**config.mk**
```make
export PLATFORM = sky130hd
export DESIGN_NAME = tlgs_gate_seq
export DESIGN_NICKNAME = d
export VERILOG_FILES = /design/src/rtl/tlgs_pkg.sv /design/src/rtl/tlgs_carrier.sv /design/src/rtl/tlgs_sampler.sv /design/src/rtl/tlgs_ondelay.sv /design/src/rtl/tlgs_gate_seq.sv
export SDC_FILE = /design/constraint.sdc
export NUM_CORES = 1
export LEC_CHECK = 0
export ABC_AREA = 1
export BUFFER_PORTS_ARGS = -buffer_cell sky130_fd_sc_hd__buf_2
export CAP_MARGIN = 0
export CORE_ASPECT_RATIO = 1.1
export CORE_MARGIN = 2
export CORE_UTILIZATION = 30
export DETAILED_ROUTE_END_ITERATION = 7
export PLACE_DENSITY = 0.43
export SYNTH_ARGS = -nofsm -noshare
export SYNTH_HDL_FRONTEND = slang
export SYNTH_SLANG_ARGS = --single-unit
```
**constraint.sdc**
```tcl
create_clock -name clk -period 3.55 [get_ports clk]
set_input_delay 0.355 -clock clk [delete_from_list [all_inputs] [get_ports clk]]
set_output_delay 0.355 -clock clk [all_outputs]
set_load 0.1 [all_outputs]
```
**src/rtl/tlgs_pkg.sv**
```systemverilog
package tlgs_pkg;
   typedef enum logic {
      HALF_POS = 1'b0,
      HALF_NEG = 1'b1
   } half_e;

   localparam int NUM_GATES = 4;
   localparam int GI_HI = 0;
   localparam int GI_MP = 1;
   localparam int GI_MN = 2;
   localparam int GI_LO = 3;
endpackage

```
**src/rtl/tlgs_carrier.sv**
```systemverilog
module tlgs_carrier #(
   parameter int CNT_W = 16
) (
   input  logic             clk,
   input  logic             rst_n,
   input  logic [CNT_W-1:0] half_period_i,
   output logic [CNT_W-1:0] cnt_o,
   output logic             valley_o
);
   logic [CNT_W-1:0] cnt_q;
   logic [CNT_W-1:0] h_q;
   logic             up_q;

   assign cnt_o    = cnt_q;
   assign valley_o = (cnt_q == '0);

   always_ff @(posedge clk or negedge rst_n) begin
      if (!rst_n) begin
         cnt_q <= '0;
         h_q   <= CNT_W'(1);
         up_q  <= 1'b0;
      end else begin
         if (valley_o) begin
            h_q <= (half_period_i == '0) ? CNT_W'(1) : half_period_i;
         end
         if (up_q) begin
            if (cnt_q >= h_q) begin
               up_q  <= 1'b0;
               cnt_q <= cnt_q - CNT_W'(1);
            end else begin
               cnt_q <= cnt_q + CNT_W'(1);
            end
         end else begin
            if (cnt_q == '0) begin
               up_q  <= 1'b1;
               cnt_q <= CNT_W'(1);
            end else begin
               cnt_q <= cnt_q - CNT_W'(1);
            end
         end
      end
   end
endmodule

```
**src/rtl/tlgs_sampler.sv**
```systemverilog
module tlgs_sampler
   import tlgs_pkg::*;
#(
   parameter int REF_W = 16
) (
   input  logic                    clk,
   input  logic                    rst_n,
   input  logic                    valley_i,
   input  logic signed [REF_W-1:0] ref_i,
   output half_e                   half_o,
   output logic [REF_W-1:0]        mag_o,
   output logic                    armed_o
);
   logic [REF_W-1:0] abs_d;

   always_comb begin
      if (ref_i[REF_W-1]) abs_d = ~ref_i + REF_W'(1);
      else                abs_d = ref_i;
   end

   always_ff @(posedge clk or negedge rst_n) begin
      if (!rst_n) begin
         half_o  <= HALF_POS;
         mag_o   <= '0;
         armed_o <= 1'b0;
      end else if (valley_i) begin
         half_o  <= ref_i[REF_W-1] ? HALF_NEG : HALF_POS;
         mag_o   <= abs_d;
         armed_o <= 1'b1;
      end
   end
endmodule

```
**src/rtl/tlgs_ondelay.sv**
```systemverilog
module tlgs_ondelay #(
   parameter int DT_W = 8
) (
   input  logic            clk,
   input  logic            rst_n,
   input  logic            req_i,
   input  logic [DT_W-1:0] dead_i,
   output logic            gate_o
);
   logic [DT_W-1:0] cnt_q;

   always_ff @(posedge clk or negedge rst_n) begin
      if (!rst_n) begin
         cnt_q  <= '0;
         gate_o <= 1'b0;
      end else if (!req_i) begin
         cnt_q  <= '0;
         gate_o <= 1'b0;
      end else if (cnt_q >= dead_i) begin
         gate_o <= 1'b1;
      end else begin
         cnt_q <= cnt_q + DT_W'(1);
      end
   end
endmodule

```
**src/rtl/tlgs_gate_seq.sv**
```systemverilog
module tlgs_gate_seq
   import tlgs_pkg::*;
#(
   parameter int REF_W = 16,
   parameter int CNT_W = 16,
   parameter int DT_W  = 8
) (
   input  logic                    clk,
   input  logic                    rst_n,
   input  logic signed [REF_W-1:0] ref_i,
   input  logic [CNT_W-1:0]        half_period_i,
   input  logic [DT_W-1:0]         dead_cycles_i,
   output logic                    gate_hi_o,
   output logic                    gate_mp_o,
   output logic                    gate_mn_o,
   output logic                    gate_lo_o
);
   localparam int CMP_W = (REF_W > CNT_W) ? REF_W : CNT_W;

   if (REF_W < 2) begin : g_bad_ref
      $error("REF_W must be at least 2");
   end
   if (CNT_W < 2) begin : g_bad_cnt
      $error("CNT_W must be at least 2");
   end
   if (DT_W < 1) begin : g_bad_dt
      $error("DT_W must be at least 1");
   end

   logic [CNT_W-1:0]     cnt;
   logic                 valley;
   half_e                half;
   logic [REF_W-1:0]     mag;
   logic                 armed;
   logic                 active;
   logic [NUM_GATES-1:0] req;
   logic [NUM_GATES-1:0] gate;

   tlgs_carrier #(.CNT_W(CNT_W)) u_carrier (
      .clk           (clk),
      .rst_n         (rst_n),
      .half_period_i (half_period_i),
      .cnt_o         (cnt),
      .valley_o      (valley)
   );

   tlgs_sampler #(.REF_W(REF_W)) u_sampler (
      .clk      (clk),
      .rst_n    (rst_n),
      .valley_i (valley),
      .ref_i    (ref_i),
      .half_o   (half),
      .mag_o    (mag),
      .armed_o  (armed)
   );

   // outer level wanted while the magnitude stays above the carrier
   assign active = armed && (CMP_W'(mag) > CMP_W'(cnt));

   always_comb begin
      req        = '0;
      req[GI_HI] = armed && (half == HALF_POS) && active;
      req[GI_LO] = armed && (half == HALF_NEG) && active;
      req[GI_MP] = armed && ((half == HALF_NEG) || !active);
      req[GI_MN] = armed && ((half == HALF_POS) || !active);
   end

   for (genvar gi = 0; gi < NUM_GATES; gi++) begin : g_cell
      tlgs_ondelay #(.DT_W(DT_W)) u_dly (
         .clk    (clk),
         .rst_n  (rst_n),
         .req_i  (req[gi]),
         .dead_i (dead_cycles_i),
         .gate_o (gate[gi])
      );
   end

   assign gate_hi_o = gate[GI_HI];
   assign gate_mp_o = gate[GI_MP];
   assign gate_mn_o = gate[GI_MN];
   assign gate_lo_o = gate[GI_LO];
endmodule

```
==> results of run 1 <==
[per-stage QoR]
stage                     cells  util, %
after floorplan             899        -
after global placement     1223     33.1
after detailed placement   1223     33.1
after CTS                  1239     34.5
after global routing       1239     34.5
final                      1239     34.5
[state kept, by name, indices dropped and copies added, names as in the netlist]
register and cells:
u_sampler.half_o 1, u_carrier.h_q 16, u_carrier.cnt_o 16, g_cell.u_dly.gate_o 4, u_carrier.up_q 1, g_cell.u_dly.cnt_q 32, u_sampler.armed_o 1, u_sampler.mag_o 16
[power breakdown]
part	internal [mW]	switching (mW)
sequential	1.34	0.350
clock	0.566	0.422
combinational	0.836	1.42
[worst max-delay path by stage]
stage | endpoint | slack (ns) | depth (start not counted) | start
after detailed placement | g_cell[0].u_dly.cnt_q[0] | 1.03 | 12 | u_carrier.cnt_o[11]
after CTS | g_cell[0].u_dly.cnt_q[0] | 1.0 | 12 | u_carrier.cnt_o[11]
final | g_cell[0].u_dly.cnt_q[2] | 1.02 | 12 | u_carrier.cnt_o[11]
after global routing | g_cell[0].u_dly.cnt_q[1] | 0.68 | 12 | u_carrier.cnt_o[11]
after floorplan | g_cell[1].u_dly.cnt_q[7] | 1.67 | 12 | u_carrier.cnt_o[11]
after global placement | g_cell[0].u_dly.cnt_q[0] | 1.01 | 12 | u_carrier.cnt_o[11]
[critical path: stages, from the launching register on]
cell and delay, ns:
dfrtp_1 0.54, inv_1 0.14, ha_1 0.31, nand2_1 0.07, nor2_1 0.09, nand2_1 0.08
nor2_2 0.10, nand2_1 0.06, nand3_1 0.11, nand3_1 0.47, nor2_1 0.35, nand2_1 0.08
nand2_1 0.06
[cell type report]
type | count | area [sq um] | share of cell area (%)
repair buffers | 49 | 258 | 3.49
flip-flops and latches | 87 | 2180 | 29.5
clock buffers | 11 | 243 | 3.29
inverters | 127 | 477 | 6.46
clock inverters | 5 | 57.6 | 0.780
multi-input cells | 670 | 3800 | 51.5
well taps | 290 | 363 | 4.92
[routing by layer]
layer | routed length [microns] | vias up | part of all wire (%)
met4 | 240 | 0 | 1.5
met5 | 0 | - | 0
li1 | - | 3002 | -
met3 | 459 | 15 | 2.8
met2 | 8150 | 55 | 49
met1 | 7640 | 2532 | 46
[Yosys cell counts, types with 4 or more instances]
library cell	instances
o21ai_0	28
nand3_1	55
a21oi_1	27
o21ai_2	7
nand3_2	4
xor2_1	35
nor2_2	4
inv_1	120
nand2_1	236
ha_1	71
nor2_1	104
dfrtp_1	86
buf_6	4
inv_2	6
buf_2	6
o21a_1	5
nand4_1	34
o21ai_1	17
nor3_1	15
[kinds of logic (layout without fill, tap and decap cells)]
logic type / after synthesis / after routing / synth area share, %
compound gates: 90 / 90 / 7.65
buf+inv: 142 / 192 / 8.81
flops: 87 / 87 / 33.2
simple gates: 472 / 472 / 31.9
xor+xnor: 37 / 37 / 4.94
fa+ha+maj: 71 / 71 / 13.5
==> results.md, run 1 <==
Yosys:
- For this run, asynchronously set or reset flops after synthesis account for 100%.
- Of the synthesized area, sequential elements account for 33.2%.
- By area the synthesized netlist is led by dfrtp_1, ha_1, nand2_1, inv_1, nor2_1.
- In this run the mean area of a mapped cell was 7.30 sq um.
- Yosys printed 0 warnings.
- The most used flip-flop cell after synthesis is dfrtp_1.
- Synthesis produced a netlist whose cell count is 899.
- The net count of the mapped netlist is 1012.
- The synthesized design spends more area on one cell type than any other, namely dfrtp_1.
- In this run, distinct cell masters in the synthesized netlist total 39.
- In this run the biggest area consumer among cell types represents 32.8% of the synthesized area.
- The synthesized netlist occupies a cell area of 6560 sq um.
- The number of storage elements in the synthesis netlist is 87.
- The count of flip-flops with a built-in enable after synthesis is 0.

Setup path:
- The critical path required time is 3.84 ns.
- The launch point of the worst reg-to-reg path is u_carrier.cnt_o[11].
- In this run the worst path has a maximum fanout of 14.
- The depth of the worst register-to-register path is 12.
- The critical path endpoint category is a register.
- The endpoint identified for the worst register-to-register timing path is g_cell[0].u_dly.cnt_q[2].
- STA classifies the critical path startpoint as a register.
- The data arrival time of the critical path is 2.82 ns.
- The kind of critical path is reg -> reg.
- The slack of the worst reg-to-reg path is 1.02 ns.

Floorplanning:
- The die covers 23100 sq um.
- The overall die width is 145 microns.
- The die is 159 microns tall.
- For this design the top-level I/O count stands at 46.
- The starting density of the core is 30.7%.
- The region available for standard cell placement spans 21400 sq um.
- After floorplanning, the core was divided into 56 placement rows.

Placed design:
- Input and output buffers added on the ports amount to 45.
- The placed instances occupy a cell area of 7080 sq um.
- The post-DP HPWL is 12800 microns.
- The pre-CTS worst setup slack is 1.03 ns.
- The global placement routability congestion is 0.842.

Clock tree:
- Once the clock tree was built, the resizer swapped 0 gates to a different size.
- Hold repair after CTS inserted 0 buffers.
- In this run the number of H-tree levels came out at 3.
- The number of buffers inserted to repair setup after CTS is 0.
- The buffer cell driving the clock tree root is clkbuf_16.
- The clock passes through at most 2 buffers.
- The CTS sink count is 87.
- The clock latency on the worst-skew pair is 0.35 ns.
- The number of clock buffers inserted by TritonCTS is 9.
- The clock-pin slew on the worst setup and hold paths is 0.07 ns.
- The clock tree from TritonCTS is built.

Global route:
- Entering global routing, the biggest net connects 65 pins.
- The wire length of the first global-routing pass is 27600 microns.
- Summed over all layers, the global routing overflow is 0.
- For met3 alone, demand over resource in global routing was 2.35%.
- After global routing, the most crowded layer is met2.
- The via count of the first global-routing pass was 5507.
- The number of antenna violations at the first check in global routing was 0.
- For met2 alone, demand over resource in global routing was 26.1%.
- The met1 track demand over resource is 18.7%.
- The total track usage is 14.9%.

Worst hold path:
- The worst hold-check path type is in -> async.

Status:
- The flow ran to the end, and the final reports show no timing, DRC or antenna violations.

Layout:
- Relative to the synthesized area, the layout overhead comes to 12.5%.
- The number of antenna diodes in the final layout is 0.
- The post-route netlist has 10.5% of its cells at a drive strength greater than 1.
- Leaving out fill and tap cells, the most frequent cells in the layout are nand2_1, inv_1, nor2_1.
- The finished cells cover 7380 sq um.
- The most common library cell in the layout ignoring fill and taps is nand2_1.
- The number of nets in the finished design is 1057.
- The total of fill cells in the finished design is 2348.

STA:
- The worst path uses 71.3% of the clock period.
- Setup violations remaining at the end of the flow were counted as 0.
- The top achievable clock speed is 0.395 GHz.
- Final hold analysis gives a worst-case slack of 0.128 ns.
- Setup repair after global routing left no endpoint under its margin.
- The final count of hold timing violations is 0.
- For the final routed database, the setup TNS stands at 0 ns.
- Setup slack on the critical path of the routed design comes to 1.02 ns.
- The final-report max-slew violation count came to 0.
- The pin slew with the least headroom to its limit is 0.912 ns.
- Counting I/O delays and the setup requirement, the final critical path takes 2.53 ns.
- Measured against its own limit, the worst slew margin works out to 39.2%.
- The final worst clock skew is 0.0124 ns.

Detailed routing:
- The remaining antenna violation count after routing is 0.
- After detailed routing, the number of vias per cell comes to 4.52.
- The routed layout has 5604 vias.
- The detailed router finished its first iteration with 209 violations.
- Dividing the detail-routed wire length by the instance count gives 13.3 microns.
- The total DRC errors in the routed layout is 0.
- The final wirelength is 16500 microns.
- The detailed-router iteration count before antenna repair is 4.

Power and ir drop:
- Summed over all cells, the static leakage comes to 3.88 nW.
- Power comes to 4.93 mW.
- The power density over the cells is 668 nW/um^2.
- The worst-case vdd ir drop is 0.000306 V.

Run:
- The number of max-capacitance violations reported is 0.
No activity file was read; power rests on OpenSTA's default activity.
==> run 2, diff against run 1 <==
Clock period 3.55 ns to 2.4 ns, I/O delays scaled along.
==> results.md, run 2 (same netlist as run 1, synthesis figures left out) <==
Status:
- The flow ran to the end, and the final reports show no timing, DRC or antenna violations.

Layout:
- The repair_antennas step left the layout with diodes totalling 0.
- The register with the most flip-flops in the layout has 32 of them.
- The synthesis-to-layout area growth is 14.6%.
- More flip-flops sit in one register than any other, and that register is g_cell.u_dly.cnt_q.
- The finished cells cover 7520 sq um.
- The most common library cell in the layout ignoring fill and taps is nand2_1.
- The number of nets in the finished design is 1074.
- In the final layout, the share of cells above drive strength 1 is 12.2%.
- Once layout is complete, the cells apart from fillers number 1256.
- Leaving out fill and tap cells, the most frequent cells in the layout are nand2_1, inv_1, nor2_1.

Clock tree:
- TritonCTS built the clock tree.
- The tree is rooted in a clkbuf_16.
- The clock-pin slew on the worst setup and hold paths is 0.07 ns.
- The clock latency on the worst-skew pair is 0.35 ns.
- CTS built an H-tree with a depth of 3.
- The buffer depth of the longest clock path is 2.
- The CTS sink count is 87.
- The number of clock buffers inserted by TritonCTS is 9.

Worst hold path:
- The worst hold path belongs to the class in -> reg.
- Counting instances, the worst hold path has a depth of 3.

Detailed routing:
- The final wirelength is 16800 microns.
- The per-cell via count in the routed design is 4.50.
- The average routed wire per standard cell is 13.3 microns.
- The starting DRC count in detailed routing is 257.
- The routed layout has 5650 vias.
- After detailed routing, the number of remaining DRC violations is 0.
- The detail route stage leaves a number of antenna-violating nets equal to 0.
- The first detailed-routing pass ran for 4 iterations.

Setup path:
- The depth of the worst register-to-register path is 13.
- The critical path endpoint category is a register.
- Walking the worst path, the cells encountered are inv_1, ha_1, nand2_1, nor2_1, nand2_1, nor2_2, nand2_1, nand3_1, nand3_1, buf_4, inv_1, nand2_1, nor2_1.
- STA puts the critical path data arrival time at 2.44 ns.
- The critical path required time is 2.68 ns.
- In this design, the critical path's most frequently occurring cell is nand2_1.
- The kind of start point of the critical path is a register.
- The number of gates on the worst path with buffers counted is 13.
- The critical path is of the reg -> reg type.
- Counting both buffers and inverters, the worst setup path holds a total of 3.
- The worst-path maximum fanout is 14.
- On the worst path, the slowest cell contributes a delay of 0.44 ns.
- On the critical path the largest part of the delay comes from simple AND/OR/NAND/NOR gates.
- For this design, the slowest cell found on the critical path is dfrtp_1.

Floorplanning:
- The total area inside the core boundary comes to 21400 sq um.
- The floorplan has 56 rows.
- The vertical extent of the die is 159 microns.
- The floorplan step set the die width to 145 microns.
- The die area is 23100 sq um.
- The starting density of the core is 30.7%.
- During I/O placement, the number of pins put on the boundary was 46.

Global route:
- The number of antenna violations at the first check in global routing was 0.
- The global route total overflow is 0.
- Entering global routing, the biggest net connects 41 pins.
- The wire length of the first global-routing pass is 28300 microns.
- The via count of the first global-routing pass is 5631.
- The total track usage is 15.2%.

STA:
- Setup violations remaining at the end of the flow were counted as 0.
- The smallest clock period supported by the final layout is computed as 2.16 ns.
- Timing would allow up to 0.463 GHz.
- The total negative slack is 0 ns.
- The final-report max-slew violation count is 0.
- Setup repair after global routing left no endpoint under its margin.
- At the pin with the least slew margin, the transition time is 0.586 ns.
- Setup slack closes at 0.239 ns.
- The final worst clock skew is 0.00660 ns.
- The final count of hold timing violations is 0.
- In the finished design, the share of the clock period the worst path needs comes to 90.0%.
- The worst pin sits at a relative slew slack of 61.0%.

Placed design:
- The pre-CTS worst setup slack is 0.140 ns.
- The standard cell area after detailed placement is 7220 sq um.
- The post-DP HPWL is 13200 microns.
- The global placement routability congestion is 0.806.
- The port buffer count is 45.
- The cell count after placement is 1239.

Power and ir drop:
- Dividing total power by cell area gives a power density of 974 nW/um^2.
- The leakage power of the design is 3.95 nW.
- The worst-case vdd ir drop is 0.000464 V.

Run:
- The number of max-capacitance violations reported is 0.
==> run 2: path summary, 6_finish.rpt <==
path	endpoint	from	slack [ns]
setup / recovery	g_cell[0].u_dly.cnt_q[6]	u_carrier.cnt_o[13]	0.24
hold / removal	u_carrier.h_q[11]	half_period_i[11]	0.11
setup reg to reg	g_cell[0].u_dly.cnt_q[6]	u_carrier.cnt_o[13]	0.24
hold reg to reg	u_carrier.h_q[0]	u_carrier.h_q[0]	0.48
max in group asynchronous	g_cell[0].u_dly.cnt_q[5]	rst_n	1.31
min in group asynchronous	g_cell[2].u_dly.cnt_q[5]	rst_n	0.44
==> run 2: routing by layer <==
| layer | GRT usage (%) | vias to the layer above | wire, microns |
|---|---|---|---|
| li1 | - | 3035 | - |
| met1 | 18.7 | 2542 | 7770 |
| met2 | 27.3 | 55 | 8380 |
| met3 | 1.66 | 18 | 267 |
| met4 | 5.72 | 0 | 337 |
| met5 | 0 | - | 0 |
==> run 2: metrics by stage <==
stage / hold slack (ns) / power, mW / util [%]
floorplan: -0.0556 / 5.04 / -
global placement: 0.292 / 6.06 / 33.8
detailed placement: 0.295 / 6.06 / 33.8
CTS: 0.100 / 7.45 / 35.1
global route: 0.113 / 8.16 / 35.2
finish: 0.108 / 7.32 / 35.2
==> run 2: worst register-to-register path: stages (launching register included) <==
cell	delay [ns]
dfrtp_1	0.44
inv_1	0.17
ha_1	0.33
nand2_1	0.05
nor2_1	0.12
nand2_1	0.09
nor2_2	0.11
nand2_1	0.06
nand3_1	0.12
nand3_1	0.08
buf_4	0.20
inv_1	0.15
nand2_1	0.07
nor2_1	0.09
==> run 2: cell type report <==
| class | instances | area [sq um] |
|---|---|---|
| Sequential cell | 87 | 2180 |
| Fill cell | 2342 | 13900 |
| Multi-Input combinational cell | 670 | 3820 |
| Clock inverter | 5 | 35.0 |
| Timing Repair Buffer | 66 | 413 |
| Inverter | 127 | 477 |
| Tap cell | 290 | 363 |
| Clock buffer | 11 | 233 |
==> run 2: timing repair <==
| item | CTS | global route |
|---|---|---|
| hold buffers | 1 | 0 |
| setup endpoints to repair | 0 | 17 |
| endpoints found under the hold margin | 38 | 0 |
| buffers inserted | 0 | 0 |
| gates resized for setup | 0 | 4 |
==> run 2: report_power, final <==
part / switching [mW] / total (mW) / internal (mW)
logic: 2.22 / 3.58 / 1.35
registers: 0.429 / 2.41 / 1.98
clock network: 0.634 / 1.34 / 0.704
==> run 3, diff against run 2 <==
Settings changed: ABC_AREA 1 to default, BUFFER_PORTS_ARGS -buffer_cell sky130_fd_sc_hd__buf_2 to default, DONT_BUFFER_PORTS from default to 1, PLACE_DENSITY 0.43 to 0.42.
==> results.md, run 3 <==
Global route:
- The number of antenna violations at the first check in global routing is 0.
- In the global route stage, overall resource usage came out at 15.2%.
- The first global-routing pass estimated 26200 microns of wire.
- Global routing finished with a remaining overflow of 0.
- The largest net degree at the start of global routing is 88.
- The via count of the first global-routing pass was 5169.

Worst hold path:
- The worst hold-check path type is in -> reg.

STA:
- The time the worst path needs with I/O delays and setup is 2.35 ns.
- The count of final setup violators is 0.
- The headroom to the max-slew limit is 62.1%.
- The top achievable clock speed is 0.425 GHz.
- The final worst-path setup slack is 0.0453 ns.
- The pin slew with the least headroom to its limit is 0.567 ns.
- The final count of hold timing violations is 0.
- The final worst clock skew is 0.0126 ns.
- The final-report max-slew violation count was 0.
- The share of the clock period used by the worst path is 98.1%.
- Setup repair after global routing could not meet its margin everywhere.

Run:
- The number of max-capacitance violations reported is 0.

Floorplanning:
- The floorplan has 54 rows.
- The starting density of the core is 30.5%.
- In this run the count of I/O pins placed on the die edge is 46.
- The die is 153 microns tall.
- The floorplan step set the die width to 139 microns.
- The die area is 21300 sq um.
- The total core area is 19800 sq um.

Clock tree:
- The CTS sink count is 87.
- Counting the buffers created by CTS gives 9.
- In this run the clock root is driven by a clkbuf_16.
- The number of H-tree branching levels is 3.
- The buffer depth of the longest clock path is 2.
- Clock latency on the worst-skew pair, taken at its later pin, is 0.35 ns.
- TritonCTS built the clock tree.
- Clock-pin slew was measured on the worst setup and hold paths at 0.07 ns.

Setup path:
- The startpoint of the most critical setup path is u_carrier.cnt_o[1].
- STA puts the critical path data arrival time at 2.59 ns.
- The worst setup path is of the reg -> reg kind.
- The worst-path maximum fanout is 4.
- The slack of the worst reg-to-reg path is 0.05 ns.
- The end of the worst register-to-register path is u_carrier.cnt_o[12].
- In this design, the stage delay of the slowest critical-path cell is 0.40 ns.
- For the worst setup path, the data required time is 2.64 ns.
- The largest individual stage delay along the critical path comes from the cell dfrtp_1.
- The worst setup path endpoint is u_carrier.cnt_o[12].
- The worst setup path is captured at a register.
- The critical path goes through buf_4, ha_1, o211ai_1, nor2_1, o211ai_1, buf_4, buf_4, nand4_1, o31ai_2, mux2_2.
- The worst setup path is launched from a register.
- The most numerous cell type found on the critical path is buf_4.
- The launch point of the worst reg-to-reg path is u_carrier.cnt_o[1].
- The depth of the worst register-to-register path is 10.

Yosys:
- Sorting the synthesized cells by area gives the leading types as dfrtp_1, ha_1, mux2_2, o21ai_0, inv_1.
- The number of storage elements in the synthesis netlist is 87.
- After synthesis, the netlist uses 64 different library cells.
- The cell type contributing the most total cell area after synthesis is dfrtp_1.
- dfrtp_1 is the most common cell in the netlist.
- The synthesized design contains 0 enable-type register cells.
- Summing the sequential cell areas from Yosys gives 36.1% of the chip area.
- After synthesis, the most frequently instantiated cells are dfrtp_1, ha_1, inv_1.
- Yosys printed 0 warnings.
- The share of synthesized area in the top cell type comes to 35.7%.
- The area of the mapped netlist is 6030 sq um.
- Counting flops with an async set or reset pin after synthesis yields a share of 100%.
- Among all flip-flop cells after synthesis, the most frequent one is dfrtp_1.
- The number of nets handed over by synthesis was 758.
- The post-synthesis area per instance is 9.35 sq um.
- Synthesis handed over a netlist of 645 instances.

Layout:
- The library cell used most frequently in the layout, excluding fill and tap cells, is dfrtp_1.
- For this run, the post-layout net count is 828.
- The cell area after layout is 7230 sq um.
- Ranked by flip-flop count, first place goes to g_cell.u_dly.cnt_q.
- The synthesis-to-layout area growth is 19.8%.
- The number of inserted diodes is 0.
- In the layout the commonest cells are dfrtp_1, ha_1, buf_4.
- The share of cells above drive strength 1 is 18.8%.
- The register with the most flip-flops in the layout has 32 of them.
- The number of standard cells in the layout, taps in and fillers out is 972.

Placed design:
- The cell count after placement is 949.
- In this run the tool buffered the top-level ports with 0 buffer cells.
- Detailed placement ended at an HPWL of 12100 microns.
- The pre-CTS worst setup slack is -0.110 ns.
- The global placement routability congestion is 0.828.
- Summing all placed instances gives a cell area of 6800 sq um.

Detailed routing:
- In this run, the number of DRC markers left after iteration 0 of detailed routing was 210.
- After detailed routing, the total wire length is 15600 microns.
- Summed over all nets, wire length on met3 after detailed routing comes to 393 microns.
- Detailed routing inserted a total of 4995 vias.
- The total DRC errors in the routed layout is 0.
- The detailed-route wire length on metal 1 is 7010 microns.
- Dividing the detail-routed wire length by the instance count gives 16.1 microns.
- The highest metal layer used by the detailed router is met4.
- The detailed-router iteration count before antenna repair is 4.
- The per-cell via count in the routed design is 5.14.
- Once detail routing completed, the nets flagged for antenna violations numbered 0.
- The routed design uses 7870 microns of met2 wire.

Status:
- The flow ran to the end, and the final reports show no timing, DRC or antenna violations.

Power and ir drop:
- Power spread over the standard cell area amounts to 956 nW/um^2.
- VDD sags by at most 0.000419 V.
- The leakage power of the design is 3.39 nW.
run 3: worst min path at each step:
stage	startpoint	to	slack [ns]	cells past startpoint
CTS	ref_i[15]	u_sampler.mag_o[15]	0.02	2
detailed placement	rst_n	g_cell[3].u_dly.gate_o	-0.05	0
global route	half_period_i[11]	u_carrier.h_q[11]	0.02	1
finish	ref_i[15]	u_sampler.mag_o[15]	0.03	2
global placement	rst_n	g_cell[3].u_dly.gate_o	-0.05	0
floorplan	rst_n	g_cell[0].u_dly.cnt_q[0]	-0.06	0
run 3: timing repair:
item                                   in CTS  in global routing
cloned                                      0                  1
buffers inserted                            0                  4
resized for setup                           3                 22
hold buffers                                2                  0
setup endpoints to repair                  13                 27
pin swaps                                   0                  5
endpoints found under the hold margin      87                  0
run 3: stage by stage:
| step | util (%) | hold slack, ns | setup TNS, ns | power, mW |
|---|---|---|---|---|
| after floorplan | - | -0.0556 | 0 | 4.18 |
| after global placement | 34.4 | -0.0489 | -0.272 | 5.27 |
| after detailed placement | 34.4 | -0.0487 | -0.909 | 5.34 |
| after CTS | 36.1 | 0.0150 | 0 | 6.86 |
| after global routing | 36.5 | 0.0221 | -0.232 | 7.51 |
| final | 36.5 | 0.0298 | 0 | 6.91 |
run 3: layout make-up:
cell class                 count  area (sq um)
sequential                    87          2180
clock inverter                 3          45.0
tap                          252           315
multi-input combinational    489          3640
inverter                      56           210
timing repair buffer          72           603
clock buffer                  13           240
fill                        2022         12600
run 3: logic make-up after synthesis:
logic type	share of synthesized area (%)
xor+xnor	2.90
compound gates	17.0
buf+inv	4.48
simple gates	18.1
flops	36.1
mux	6.62
fa+ha+maj	14.7
run 3: critical path: cells and delay by family (launching register included):
family                   cells  cell delay (ns)
buffers and inverters        3             0.46
multiplexers                 1             0.39
flip-flops                   1             0.40
adder cells (fa/ha/maj)      1             0.30
AO/OA/AOI/OAI                3             0.51
AND/OR/NAND/NOR              2             0.18
run 3: routing by layer:
metal  GRT usage, %  vias up
li1               -     2501
met1           18.3     2403
met2           27.3       73
met3           2.33       18
met4           5.68        0
met5              0        -
run 3: where the power goes:
part / leakage [nW] / internal, mW / total (mW) / switching, mW
Sequential: 1.11 / 1.92 / 2.30 / 0.382
Combinational: 2.15 / 1.50 / 3.19 / 1.69
Clock: 0.130 / 0.810 / 1.42 / 0.610
